$ cat src/rtl/sdram_dec_pkg.sv
package sdram_dec_pkg;

    localparam int WORD_W        = 32;
    localparam int BASE_LSB      = 23;
    localparam int CODE_LSB      = 17;
    localparam int CODE_W        = 3;
    localparam int MIN_SIZE_LOG2 = 22;
    localparam int MIN_SIZE_MIB  = 4;
    localparam int NUM_CODES     = 7;
    localparam logic [CODE_W-1:0] CODE_BAD = 3'd7;
    localparam logic [WORD_W-1:0] BASE_MASK =
        ~((WORD_W'(1) << BASE_LSB) - WORD_W'(1));

    typedef struct packed {
        logic [WORD_W-1:0] base;
        logic [CODE_W-1:0] code;
        logic              valid;
    } bank_fields_t;

    typedef struct packed {
        logic              mapped;
        logic              hit;
        logic [WORD_W-1:0] offset;
    } bank_result_t;

    function automatic bank_fields_t unpack_word(input logic [WORD_W-1:0] w);
        bank_fields_t f;
        f.base  = w & BASE_MASK;
        f.code  = w[CODE_LSB +: CODE_W];
        f.valid = w[0];
        return f;
    endfunction

    function automatic logic [WORD_W-1:0] upper_mask(input logic [CODE_W-1:0] code);
        logic [WORD_W-1:0] span;
        span = (WORD_W'(1) << (MIN_SIZE_LOG2 + int'(code))) - WORD_W'(1);
        return ~span;
    endfunction

    function automatic logic [WORD_W-1:0] make_word(input logic [CODE_W-1:0] code,
                                                    input logic [WORD_W-1:0] base);
        logic [WORD_W-1:0] w;
        w = base & BASE_MASK;
        w[CODE_LSB +: CODE_W] = code;
        w[0] = 1'b1;
        return w;
    endfunction

endpackage

$ cat src/rtl/sdram_dec_bank_match.sv
module sdram_dec_bank_match
    import sdram_dec_pkg::*;
(
    input  logic [WORD_W-1:0] word,
    input  logic              glob_en,
    input  logic [WORD_W-1:0] addr,
    output bank_result_t      res
);

    bank_fields_t f;
    logic         size_ok;
    logic         region_eq;

    always_comb begin
        f         = unpack_word(word);
        size_ok   = (f.code != CODE_BAD);
        region_eq = ((addr & upper_mask(f.code)) == f.base);
        res.mapped = f.valid & glob_en & size_ok;
        res.hit    = res.mapped & region_eq;
        res.offset = addr - f.base;
    end

endmodule

$ cat src/rtl/sdram_dec_prio_pick.sv
module sdram_dec_prio_pick #(
    parameter int N     = 4,
    parameter int IDX_W = 2
) (
    input  logic [N-1:0]     hits,
    output logic             found,
    output logic [IDX_W-1:0] idx
);

    always_comb begin
        found = 1'b0;
        idx   = '0;
        for (int i = N - 1; i >= 0; i--) begin
            if (hits[i]) begin
                found = 1'b1;
                idx   = IDX_W'(i);
            end
        end
    end

endmodule

$ cat src/rtl/sdram_dec_word_build.sv
module sdram_dec_word_build
    import sdram_dec_pkg::*;
#(
    parameter int SIZE_W = 10
) (
    input  logic [SIZE_W-1:0] size_mib,
    input  logic [WORD_W-1:0] base,
    output logic [WORD_W-1:0] word,
    output logic              ok
);

    logic [CODE_W-1:0] code;

    always_comb begin
        ok   = 1'b0;
        code = '0;
        for (int c = 0; c < NUM_CODES; c++) begin
            if (size_mib == SIZE_W'(MIN_SIZE_MIB << c)) begin
                ok   = 1'b1;
                code = CODE_W'(c);
            end
        end
        word = ok ? make_word(code, base) : '0;
    end

endmodule

$ cat src/rtl/sdram_bank_decoder.sv
module sdram_bank_decoder
    import sdram_dec_pkg::*;
#(
    parameter int NUM_BANKS = 4,
    parameter int SIZE_W    = 10,
    localparam int IDX_W    = (NUM_BANKS > 1) ? $clog2(NUM_BANKS) : 1
) (
    input  logic                        clk,
    input  logic                        rst,
    input  logic                        glob_en,
    input  logic [NUM_BANKS*WORD_W-1:0] bank_words,
    input  logic                        req_valid,
    input  logic [WORD_W-1:0]           req_addr,
    output logic                        rsp_valid,
    output logic                        rsp_hit,
    output logic [IDX_W-1:0]            rsp_bank,
    output logic [WORD_W-1:0]           rsp_offset,
    output logic [NUM_BANKS-1:0]        mapped_o,
    input  logic [SIZE_W-1:0]           bld_size_mib,
    input  logic [WORD_W-1:0]           bld_base,
    output logic [WORD_W-1:0]           bld_word,
    output logic                        bld_ok
);

    bank_result_t           res   [NUM_BANKS];
    logic [NUM_BANKS-1:0]   hit_vec;
    logic [NUM_BANKS-1:0]   map_vec;
    logic                   any_hit;
    logic [IDX_W-1:0]       win_idx;
    logic [WORD_W-1:0]      win_off;
    logic                   take;

    for (genvar b = 0; b < NUM_BANKS; b++) begin : g_bank
        sdram_dec_bank_match u_match (
            .word    (bank_words[b*WORD_W +: WORD_W]),
            .glob_en (glob_en),
            .addr    (req_addr),
            .res     (res[b])
        );
        assign hit_vec[b] = res[b].hit;
        assign map_vec[b] = res[b].mapped;
    end

    sdram_dec_prio_pick #(.N(NUM_BANKS), .IDX_W(IDX_W)) u_pick (
        .hits  (hit_vec),
        .found (any_hit),
        .idx   (win_idx)
    );

    always_comb begin
        win_off = '0;
        for (int i = 0; i < NUM_BANKS; i++) begin
            if (win_idx == IDX_W'(i)) win_off = res[i].offset;
        end
    end

    assign take = req_valid & any_hit;

    always_ff @(posedge clk) begin
        if (rst) begin
            rsp_valid  <= 1'b0;
            rsp_hit    <= 1'b0;
            rsp_bank   <= '0;
            rsp_offset <= '0;
            mapped_o   <= '0;
        end else begin
            rsp_valid  <= req_valid;
            rsp_hit    <= take;
            rsp_bank   <= take ? win_idx : '0;
            rsp_offset <= take ? win_off : '0;
            mapped_o   <= map_vec;
        end
    end

    sdram_dec_word_build #(.SIZE_W(SIZE_W)) u_build (
        .size_mib (bld_size_mib),
        .base     (bld_base),
        .word     (bld_word),
        .ok       (bld_ok)
    );

endmodule

$ cat config.mk
export PLATFORM = sky130hd
export DESIGN_NAME = sdram_bank_decoder
export DESIGN_NICKNAME = d
export VERILOG_FILES = /design/src/rtl/sdram_dec_pkg.sv /design/src/rtl/sdram_dec_bank_match.sv /design/src/rtl/sdram_dec_prio_pick.sv /design/src/rtl/sdram_dec_word_build.sv /design/src/rtl/sdram_bank_decoder.sv
export SDC_FILE = /design/constraint.sdc
export NUM_CORES = 1
export LEC_CHECK = 0
export BUFFER_PORTS_ARGS = -buffer_cell sky130_fd_sc_hd__buf_2
export CELL_PAD_IN_SITES_DETAIL_PLACEMENT = 2
export CELL_PAD_IN_SITES_GLOBAL_PLACEMENT = 2
export CORE_MARGIN = 2
export CORE_UTILIZATION = 24
export DETAILED_ROUTE_END_ITERATION = 10
export PLACE_DENSITY_LB_ADDON = 0.1
export SYNTH_ARGS = -nofsm -noshare
export SYNTH_HDL_FRONTEND = slang
export SYNTH_SLANG_ARGS = --single-unit
$ cat constraint.sdc
create_clock -name clk -period 4.16 [get_ports clk]
set_input_delay 0.416 -clock clk [delete_from_list [all_inputs] [get_ports clk]]
set_output_delay 0.416 -clock clk [all_outputs]
set_load 0.03 [all_outputs]
==> flow_summary.ini <==
[synthesis]
async_flop_share_pct = 0
synth_edf_count = 0
synth-adder-area-share_pct = 16.4
synth_simple_gate_area_share_pct = 26.1
syn_area_um2 = 5070
synth_top_area_share_pct = 15.8
synth_top_area_cell = dfxtp_1
ys_seq_elements = 40
syn_area_per_cell_um2 = 7.98
synthCells = 635
synth_top_family_by_area = simple AND/OR/NAND/NOR gates
ys_types = 76
synth_area_leaders = dfxtp_1, ha_1, xnor2_1
synth_most_common_cell = ha_1
ys_seq_area_share_pct = 15.8
synth-compound-area-share_pct = 19.5
ys.flop_type = dfxtp_1
ys.warnings.count = 0
ys_top_cells_by_count = ha_1, inv_1, xnor2_1
synth-xor-area-share_pct = 11.4
synthMuxAreaShare_pct = 0.617

[worst_hold_path]
hold_depth = 2
hold_start = req_addr[5]
hold_class = in -> reg
hold_end = rsp_offset[5]

[global_routing]
grt_usage_pct = 18.1
grt_pass1_wl_mm = 31.0
antenna_found_initial = 0
overflow = 0
grt_start_max_net_pins = 28
first_global_vias = 5568

[power]
power_leakage_nw = 3.07
power_mw = 1.43
p_per_area_nw_per_um2 = 225
ir_drop_uv = 137

[clock_network]
root_buffer = clkbuf_16
post_cts_buffers = 0
cts.sinks = 40
numCtsBuffers = 5
cts_max_level = 2
clk_pin_slew_ns = 0.07
cts_tree = built
cts_resized = 0
cts_buffer_depth = 2
hold_buffers = 0

[place]
portBuffers = 160
placed_area_um2 = 6190
place.gp.congestion = 0.799
hpwl_mm = 16.7

[setup_path]
worst-setup-path-type = in -> reg
required_ns = 4.38
cp-start-kind = primary input
setup.worst_path.start = bank_words[115]
cp-end-kind = flop
crit_fanout = 7
arrival_ns = 4.02

[sta]
min_period_ns = 3.79
hold_slack_ns = 0.317
max_freq_mhz = 264
rsz0062_at_grt = false
setup_violations = 0
maxSlewHeadroom_pct = 33.6
finalHoldViolations = 0
slew_viol_final = 0
setup_tns_ns = 0
worst_slew_pin_slew_ns = 0.989
timing.final.crit_share_pct = 91.2

[cells_and_area]
fillers = 2483
fin_area_um2 = 6360
drive_above_1_share_pct = 27.8
area_growth_pct = 25.5
nNetsFinal = 1069
antenna_cells = 0

[route]
drtIter0Drc = 138
drt_first_pass_iters = 4
routed_via_density = 4.75
post-route-drc-count = 0
post_drt_wl_per_cell_um = 18.9
wl_mm = 20.3
antenna_left = 0
via_count = 5105

[floorplanning]
core_area_um2 = 20900
die_h_um = 149
rows = 53
die_x_um = 149
start_util_pct = 24.3
io_pins = 279
die-area_um2 = 22300

[flow_run]
maxCapViolations = 0

[status]
status = finished clean
[cell usage in the layout, fill, tap and decap left out, types with 25 or more instances in the layout]
master / count
nor2b_1: 25
buf_2: 160
o21ai_0: 25
inv_1: 53
ha_1: 60
dfxtp_1: 40
nor2_1: 33
xnor2_1: 50
a21oi_1: 31
nand2_1: 34
[through the flow]
stage	instances	setup WS (ns)	utilization (%)
after floorplan	653	0.526	-
after global placement	1067	0.159	29.6
after detailed placement	1067	0.0639	29.6
after CTS	1075	0.345	30.5
after global routing	1075	0.0988	30.5
final	1075	0.365	30.5
[power breakdown]
part           internal, mW  switching (mW)  total [mW]
clock                 0.286           0.178       0.464
sequential            0.385        0.000445       0.385
combinational         0.235           0.351       0.586
[kinds of logic (layout without fill, tap and decap cells)]
kind of cell / after synthesis / after routing
AND/OR/NAND/NOR: 223 / 223
AO/OA/AOI/OAI: 137 / 137
buffers and inverters: 101 / 248
XOR/XNOR: 66 / 66
adder cells (fa/ha/maj): 64 / 64
flip-flops: 40 / 40
multiplexers: 3 / 3
other: 1 / 19
[metal layers]
| layer | track usage (%) | part of all wire [%] | vias up |
|---|---|---|---|
| li1 | - | - | 2502 |
| met1 | 23.1 | 46 | 2487 |
| met2 | 33.5 | 50 | 107 |
| met3 | 1.59 | 2.8 | 9 |
| met4 | 3.33 | 0.84 | 0 |
| met5 | 0 | 0 | - |
[worst max path at each step]
stage | endpoint | slack (ns) | depth (start not counted)
after floorplan | rsp_offset[30] | 0.53 | 18
after CTS | rsp_offset[25] | 0.35 | 16
after detailed placement | rsp_offset[25] | 0.06 | 16
final | rsp_offset[25] | 0.37 | 16
after global routing | rsp_offset[25] | 0.1 | 16
after global placement | rsp_offset[25] | 0.16 | 16
[registers in the layout, summed over array words and instances (netlist names)]
register,count
mapped_o,4
rsp_hit,1
rsp_valid,1
rsp_offset,32
rsp_bank,2
[area by class of cell]
class	instances	area (µm²)	area share, %
repair buffers	186	1020	16.0
clock inverters	3	46.3	0.727
flip-flops and latches	40	801	12.6
inverters	54	203	3.19
well taps	275	344	5.41
multi-input cells	512	3820	60.1
clock buffers	5	125	1.97
[critical path: stages]
cell	delay [ns]
buf_2	0.14
inv_1	0.13
ha_1	0.23
nor2b_4	0.20
nand3_1	0.09
ha_1	0.31
a221o_1	0.31
nor4_1	0.35
nand3_1	0.15
nor4b_2	0.31
nand4_1	0.22
nand2b_1	0.22
or2_1	0.31
buf_4	0.20
nor3_1	0.22
o31a_1	0.19
No activity file was read; power rests on OpenSTA's default activity.
